## src/rtl/can_txcmd_pkg.sv

```systemverilog
package can_txcmd_pkg;
  typedef enum logic [1:0] {TX_IDLE = 2'd0, TX_WAIT = 2'd1, TX_BUSY = 2'd2} tx_state_e;

  localparam logic [1:0] RES_OK  = 2'd0;
  localparam logic [1:0] RES_ERR = 2'd1;
  localparam logic [1:0] RES_ARB = 2'd2;

  // command bit positions
  localparam int CB_TX    = 0;
  localparam int CB_ABORT = 1;
  localparam int CB_REL   = 2;
  localparam int CB_CLR   = 3;
  localparam int CB_SELF  = 4;

  // status bit positions
  localparam int SB_RXF  = 0;
  localparam int SB_OVR  = 1;
  localparam int SB_FREE = 2;
  localparam int SB_DONE = 3;
  localparam int SB_RXA  = 4;
  localparam int SB_TXA  = 5;
  localparam int SB_WARN = 6;
  localparam int SB_BOFF = 7;
endpackage

```

## src/rtl/can_cmd_decode.sv

```systemverilog
module can_cmd_decode
  import can_txcmd_pkg::*;
#(
  parameter int ADDR_W = 2,
  parameter int MODE_ADDR = 0,
  parameter int CMD_ADDR = 1
) (
  input  logic              wr_en,
  input  logic [ADDR_W-1:0] wr_addr,
  input  logic [7:0]        wr_data,
  output logic              go_req,
  output logic              go_self,
  output logic              go_single,
  output logic              abort_cmd,
  output logic              rel_cmd,
  output logic              clr_cmd,
  output logic              mode_wr,
  output logic              mode_val
);
  localparam logic [ADDR_W-1:0] CMD_A  = ADDR_W'(CMD_ADDR);
  localparam logic [ADDR_W-1:0] MODE_A = ADDR_W'(MODE_ADDR);

  logic [7:0] cmd;

  always_comb begin
    cmd       = (wr_en && wr_addr == CMD_A) ? wr_data : 8'h00;
    go_req    = cmd[CB_TX] | cmd[CB_SELF];
    go_self   = cmd[CB_SELF];
    go_single = cmd[CB_ABORT];
    abort_cmd = cmd[CB_ABORT];
    rel_cmd   = cmd[CB_REL];
    clr_cmd   = cmd[CB_CLR];
    mode_wr   = wr_en && wr_addr == MODE_A;
    mode_val  = wr_data[0];
  end
endmodule

```

## src/rtl/can_tx_fsm.sv

```systemverilog
module can_tx_fsm
  import can_txcmd_pkg::*;
(
  input  logic       clk,
  input  logic       rst,
  input  logic       in_reset_mode,
  input  logic       go_req,
  input  logic       go_self,
  input  logic       go_single,
  input  logic       abort_cmd,
  input  logic       eng_start,
  input  logic       eng_done,
  input  logic [1:0] eng_res,
  output logic       eng_req,
  output logic       eng_self,
  output logic       eng_single,
  output logic       tx_free,
  output logic       tx_active,
  output logic       tx_done
);
  tx_state_e state_q, state_d;
  logic self_q, self_d, single_q, single_d, abrt_q, abrt_d, done_q, done_d;
  logic abort_now;

  always_comb begin
    state_d   = state_q;
    self_d    = self_q;
    single_d  = single_q;
    abrt_d    = abrt_q;
    done_d    = done_q;
    abort_now = abrt_q | abort_cmd;
    if (in_reset_mode) begin
      state_d = TX_IDLE;
      abrt_d  = 1'b0;
    end else begin
      unique case (state_q)
        TX_IDLE: if (go_req) begin
          state_d  = TX_WAIT;
          self_d   = go_self;
          single_d = go_single;
          abrt_d   = 1'b0;
          done_d   = 1'b0;
        end
        TX_WAIT: if (eng_start) begin
          state_d = TX_BUSY;
          abrt_d  = abort_cmd;
        end else if (abort_cmd) begin
          state_d = TX_IDLE;
          done_d  = 1'b1;
        end
        TX_BUSY: begin
          abrt_d = abort_now;
          if (eng_done) begin
            if (eng_res == RES_OK) begin
              state_d = TX_IDLE;
              done_d  = 1'b1;
            end else if (single_q || abort_now) begin
              state_d = TX_IDLE;
            end else begin
              state_d = TX_WAIT;
            end
            if (state_d == TX_IDLE) abrt_d = 1'b0;
          end
        end
        default: state_d = TX_IDLE;
      endcase
    end
  end

  always_ff @(posedge clk) begin
    if (rst) begin
      state_q  <= TX_IDLE;
      self_q   <= 1'b0;
      single_q <= 1'b0;
      abrt_q   <= 1'b0;
      done_q   <= 1'b0;
    end else begin
      state_q  <= state_d;
      self_q   <= self_d;
      single_q <= single_d;
      abrt_q   <= abrt_d;
      done_q   <= done_d;
    end
  end

  assign eng_req    = (state_q == TX_WAIT);
  assign eng_self   = self_q;
  assign eng_single = single_q;
  assign tx_free    = (state_q == TX_IDLE);
  assign tx_active  = (state_q == TX_BUSY);
  assign tx_done    = done_q;
endmodule

```

## src/rtl/can_status_regs.sv

```systemverilog
module can_status_regs
  import can_txcmd_pkg::*;
#(
  parameter int ADDR_W = 2,
  parameter int MODE_ADDR = 0,
  parameter int STAT_ADDR = 2
) (
  input  logic              clk,
  input  logic              rst,
  input  logic              mode_wr,
  input  logic              mode_val,
  input  logic              rel_cmd,
  input  logic              clr_cmd,
  input  logic              overrun_i,
  input  logic              rxbuf_full_i,
  input  logic              rx_busy_i,
  input  logic              err_warn_i,
  input  logic              bus_off_i,
  input  logic              tx_free,
  input  logic              tx_active,
  input  logic              tx_done,
  input  logic              rd_en,
  input  logic [ADDR_W-1:0] rd_addr,
  output logic              in_reset_mode,
  output logic [7:0]        status,
  output logic [7:0]        rd_data,
  output logic              rel_pulse,
  output logic              clr_pulse
);
  localparam logic [ADDR_W-1:0] MODE_A = ADDR_W'(MODE_ADDR);
  localparam logic [ADDR_W-1:0] STAT_A = ADDR_W'(STAT_ADDR);

  logic rm_q, ovr_q, rxf_q, rxa_q, warn_q, boff_q;

  always_ff @(posedge clk) begin
    if (rst) begin
      rm_q      <= 1'b1;
      ovr_q     <= 1'b0;
      rxf_q     <= 1'b0;
      rxa_q     <= 1'b0;
      warn_q    <= 1'b0;
      boff_q    <= 1'b0;
      rel_pulse <= 1'b0;
      clr_pulse <= 1'b0;
    end else begin
      if (bus_off_i)    rm_q <= 1'b1;
      else if (mode_wr) rm_q <= mode_val;
      if (overrun_i)    ovr_q <= 1'b1;
      else if (clr_cmd) ovr_q <= 1'b0;
      rxf_q     <= rxbuf_full_i;
      rxa_q     <= rx_busy_i;
      warn_q    <= err_warn_i;
      boff_q    <= bus_off_i;
      rel_pulse <= rel_cmd;
      clr_pulse <= clr_cmd;
    end
  end

  always_comb begin
    status          = 8'h00;
    status[SB_RXF]  = rxf_q;
    status[SB_OVR]  = ovr_q;
    status[SB_FREE] = tx_free;
    status[SB_DONE] = tx_done;
    status[SB_RXA]  = rxa_q;
    status[SB_TXA]  = tx_active;
    status[SB_WARN] = warn_q;
    status[SB_BOFF] = boff_q;
  end

  always_ff @(posedge clk) begin
    if (rst) rd_data <= 8'h00;
    else if (rd_en) begin
      if (rd_addr == MODE_A)      rd_data <= {7'b0, rm_q};
      else if (rd_addr == STAT_A) rd_data <= status;
      else                        rd_data <= 8'h00;
    end
  end

  assign in_reset_mode = rm_q;
endmodule

```

## src/rtl/can_txcmd_ctrl.sv

```systemverilog
module can_txcmd_ctrl
  import can_txcmd_pkg::*;
#(
  parameter int ADDR_W = 2,
  parameter int MODE_ADDR = 0,
  parameter int CMD_ADDR = 1,
  parameter int STAT_ADDR = 2
) (
  input  logic              clk,
  input  logic              rst,
  input  logic              wr_en,
  input  logic [ADDR_W-1:0] wr_addr,
  input  logic [7:0]        wr_data,
  input  logic              rd_en,
  input  logic [ADDR_W-1:0] rd_addr,
  output logic [7:0]        rd_data,
  output logic [7:0]        status_o,
  output logic              eng_req_o,
  output logic              eng_self_o,
  output logic              eng_single_o,
  input  logic              eng_start_i,
  input  logic              eng_done_i,
  input  logic [1:0]        eng_res_i,
  output logic              rx_release_o,
  output logic              ovr_clear_o,
  input  logic              rxbuf_full_i,
  input  logic              rx_busy_i,
  input  logic              err_warn_i,
  input  logic              bus_off_i,
  input  logic              overrun_i
);
  logic go_req, go_self, go_single, abort_cmd, rel_cmd, clr_cmd, mode_wr, mode_val;
  logic in_reset_mode, tx_free, tx_active, tx_done;

  can_cmd_decode #(.ADDR_W(ADDR_W), .MODE_ADDR(MODE_ADDR), .CMD_ADDR(CMD_ADDR)) dec_i (
    .wr_en(wr_en), .wr_addr(wr_addr), .wr_data(wr_data),
    .go_req(go_req), .go_self(go_self), .go_single(go_single), .abort_cmd(abort_cmd),
    .rel_cmd(rel_cmd), .clr_cmd(clr_cmd), .mode_wr(mode_wr), .mode_val(mode_val)
  );

  can_tx_fsm fsm_i (
    .clk(clk), .rst(rst), .in_reset_mode(in_reset_mode),
    .go_req(go_req), .go_self(go_self), .go_single(go_single), .abort_cmd(abort_cmd),
    .eng_start(eng_start_i), .eng_done(eng_done_i), .eng_res(eng_res_i),
    .eng_req(eng_req_o), .eng_self(eng_self_o), .eng_single(eng_single_o),
    .tx_free(tx_free), .tx_active(tx_active), .tx_done(tx_done)
  );

  can_status_regs #(.ADDR_W(ADDR_W), .MODE_ADDR(MODE_ADDR), .STAT_ADDR(STAT_ADDR)) sts_i (
    .clk(clk), .rst(rst), .mode_wr(mode_wr), .mode_val(mode_val),
    .rel_cmd(rel_cmd), .clr_cmd(clr_cmd), .overrun_i(overrun_i),
    .rxbuf_full_i(rxbuf_full_i), .rx_busy_i(rx_busy_i), .err_warn_i(err_warn_i),
    .bus_off_i(bus_off_i), .tx_free(tx_free), .tx_active(tx_active), .tx_done(tx_done),
    .rd_en(rd_en), .rd_addr(rd_addr), .in_reset_mode(in_reset_mode),
    .status(status_o), .rd_data(rd_data), .rel_pulse(rx_release_o), .clr_pulse(ovr_clear_o)
  );
endmodule

```

## config.mk

```make
export PLATFORM = sky130hd
export DESIGN_NAME = can_txcmd_ctrl
export DESIGN_NICKNAME = d
export VERILOG_FILES = /design/src/rtl/can_txcmd_pkg.sv /design/src/rtl/can_cmd_decode.sv /design/src/rtl/can_tx_fsm.sv /design/src/rtl/can_status_regs.sv /design/src/rtl/can_txcmd_ctrl.sv
export SDC_FILE = /design/constraint.sdc
export NUM_CORES = 1
export LEC_CHECK = 0
export CAP_MARGIN = 30
export CORE_UTILIZATION = 38
export DETAILED_ROUTE_END_ITERATION = 10
export GPL_ROUTABILITY_DRIVEN = 1
export PLACE_DENSITY = 0.76
export SLEW_MARGIN = 0
export SYNTH_ARGS = -nofsm -noshare
export SYNTH_HDL_FRONTEND = slang
export SYNTH_SLANG_ARGS = --single-unit
```

## constraint.sdc

```tcl
create_clock -name clk -period 2.1 [get_ports clk]
set_input_delay 0.21 -clock clk [delete_from_list [all_inputs] [get_ports clk]]
set_output_delay 0.21 -clock clk [all_outputs]
set_load 0.02 [all_outputs]
```

==> metrics.md <==
| Metric | Value |
|---|---|
| Synth top area share | `40.05%` |
| Dpl hpwl | `1.832 mm` |
| RSZ-0062 raised after global routing | `no` |
| Worst r2r dst | `fsm_i.state_q[1]` |
| Largest cells by area after synthesis | `dfxtp_1 (40%), mux2i_1 (6.4%), ha_1 (5.7%)` |
| Die X | `55.80 um` |
| Result of the run | `finished, final reports clean` |
| Crit path to | `status_o[2]` |
| CP startpoint | `fsm_i.state_q[0]` |
| Share of cells above drive strength 1 | `5.806%` |
| Final net count | `186` |
| Ratio of final minimum period to clock period | `92.78%` |
| Maximum VDD drop | `472.2 uV` |
| Tot GR Track Use | `16.39%` |
| CP required | `1.89 ns` |
| Yosys reg bits | `22` |
| WP data arrival | `1.74 ns` |
| Utilization after layout | `55.94%` |
| Port bufs | `42` |
| Hold Path Depth | `3` |
| Pre-CTS setup slack | `0.4232 ns` |
| Vias in the first global route | `935` |
| Largest area contributor in the netlist | `dfxtp_1` |
| Largest net degree at the start of global routing | `16` |
| Synth Instances | `120` |
| Yosys warns | `0` |
| Clock tree buffer depth | `2` |
| Pwr dens | `566.5 nW/um^2` |
| Switch share | `21.46%` |
| MaxCap Viol Count | `0` |
| Initial DRT Pass Iterations | `4` |
| Syn Nets | `150` |
| ANT cells | `0` |
| Reg2Reg Depth | `6` |
| Flop-to-flop setup slack | `0.40 ns` |
| Final hold slack | `0.4310 ns` |
| Clock network power share | `37.2%` |
| GRT overflow | `0` |
| # DRC | `0` |
| FMAX | `513.2 MHz` |
| Final Hold Violating Endpoints | `0` |
| Layout Skew | `0.0008981 ns` |
| PnR worst setup slack | `0.1516 ns` |
| Synth unique cells | `32` |
| CTS tree | `done` |
| Routed wire per std cell | `12.82 um` |
| Final setup fails | `0` |
| Pins over their slew limit | `0` |
| Most common cell after layout, fill and taps aside | `clkdlybuf4s50_1` |
| Most frequent cells in the layout | `clkdlybuf4s50_1 (42), dfxtp_1 (22), a21oi_1 (10)` |
| I/O pins | `46` |
| Worst slew pin tran | `0.4827 ns` |
| Kind of critical path | `flop to primary output` |
| Synthesized area per cell | `9.165 sq um` |
| Clock Latency Late Sink | `0.31 ns` |
| 1st-iter DRT viols | `15` |
| Row cnt | `19` |
| First-pass GRT wire length | `4.098 mm` |
| Fin crit period | `1.948 ns` |
| DR vias/cell | `5.134` |
| PostCTS Resize Cnt | `0` |
| Pleak | `0.6052 nW` |
| Setup Buffers After CTS | `0` |
| Initial antenna violation count | `0` |
| Die area | `3113 sq um` |
| Seq/Total Area, Yosys | `40.05%` |
| Crit end category | `primary output` |
| Crit Path Max Fanout | `8` |
| Cts hold-fix bufs | `0` |
| Starting density of the core | `39.88%` |
| Worst reg2reg path startpoint | `fsm_i.state_q[0]` |
| HP Class | `input port to flop` |
| H-tree levels | `1` |
| Via count | `955` |
| Filler instances | `263` |
| RePlAce Congestion | `0.7985` |
| Clock root buffer | `clkbuf_4` |
| Setup TNS | `0 ns` |
| Clock-pin slew on the worst setup and hold paths | `0.12 ns` |
| Sequential power share | `49.5%` |
| Power Internal | `686.5 uW` |
| CP startpoint kind | `flop` |
| CTS sink cnt | `22` |
| Combinational power share | `13.2%` |
| Core Area | `2758 sq um` |
| Die Y | `55.80 um` |
| Slew HR | `67.76%` |
| Drt total wl | `2.385 mm` |
| Syn Std Cell Area | `1100 sq um` |
| Switch Pwr | `187.5 uW` |
| Layout area overhead | `40.27%` |
| TritonCTS buffer count | `3` |
| Routed Antenna Nets | `0` |
==> power by group through the flow <==
stage                     combinational (mW)  clock [mW]  sequential, mW
after floorplan                       0.0507           0           0.445
after detailed placement               0.116           0           0.441
after global placement                 0.114           0           0.441
after global routing                   0.125       0.351           0.434
after CTS                              0.117       0.332           0.432
final                                  0.116       0.326           0.433
==> routing by layer <==
layer	vias up	GRT usage, %	routed length (um)
met1	451	20.00	1055
met5	-	0	0
met3	0	3.953	149
met2	29	28.74	1179
li1	475	-	-
met4	0	4.286	0
==> cell type report <==
class / instances / area (sq um) / area share [%]
tap: 31 / 38.79 / 2.514
clock inverter: 1 / 30.03 / 1.946
timing repair buffer: 43 / 427.9 / 27.74
sequential: 22 / 440.4 / 28.55
multi-input combinational: 81 / 564.3 / 36.58
clock buffer: 3 / 22.52 / 1.460
inverter: 5 / 18.77 / 1.217
==> worst min path at each step <==
stage	startpoint	to
floorplan	bus_off_i	sts_i.in_reset_mode
global placement	sts_i.rd_data[2]	sts_i.rd_data[2]
detailed placement	sts_i.rd_data[6]	sts_i.rd_data[6]
CTS	overrun_i	sts_i.ovr_q
global route	rxbuf_full_i	sts_i.rxf_q
finish	overrun_i	sts_i.ovr_q
==> Yosys cell counts <==
master / n
dfxtp_1: 22
a21oi_1: 10
nand2b_1: 9
buf_4: 8
nor2_1: 8
mux2i_1: 7
nand3_1: 7
nor2b_1: 7
ha_1: 5
inv_1: 5
clkbuf_1: 3
nand2_1: 3
nor3b_1: 3
o21ai_0: 3
and2_1: 2
nor2_2: 2
a21bo_1: 1
a21boi_1: 1
a31oi_1: 1
a32o_1: 1
and3_1: 1
buf_2: 1
nand3b_4: 1
nand4_1: 1
nand4b_1: 1
nor3_1: 1
nor4b_4: 1
o2111ai_1: 1
o21a_1: 1
o21ai_1: 1
o21ba_1: 1
or4_1: 1
==> flip-flops by register name, indices dropped and copies added (netlist names) <==
name                 cells
fsm_i.tx_done            1
sts_i.ovr_q              1
fsm_i.abrt_q             1
sts_i.boff_q             1
sts_i.in_reset_mode      1
sts_i.clr_pulse          1
fsm_i.eng_single         1
fsm_i.state_q            2
sts_i.rxa_q              1
sts_i.rel_pulse          1
sts_i.warn_q             1
sts_i.rxf_q              1
fsm_i.eng_self           1
sts_i.rd_data            8
==> through the flow <==
stage | instances | cell area [sq um] | power (mW)
after floorplan | 120 | 1100 | 0.4954
after global placement | 182 | 1490 | 0.5551
after detailed placement | 182 | 1490 | 0.5571
after CTS | 186 | 1543 | 0.8805
after global routing | 186 | 1543 | 0.9102
final | 186 | 1543 | 0.8740
==> worst max-delay path: stages (launching register included) <==
cell and delay, ns:
dfxtp_1 0.37, inv_1 0.09, ha_1 0.31, clkdlybuf4s50_1 0.66
==> cells by family after synthesis <==
kind of cell	share of synthesized area, %
multiplexers	6.371
AND/OR/NAND/NOR	27.42
flip-flops	40.05
buffers and inverters	8.646
adder cells (fa/ha/maj)	5.688
AO/OA/AOI/OAI	11.83
(Power assumes the default switching activity.)
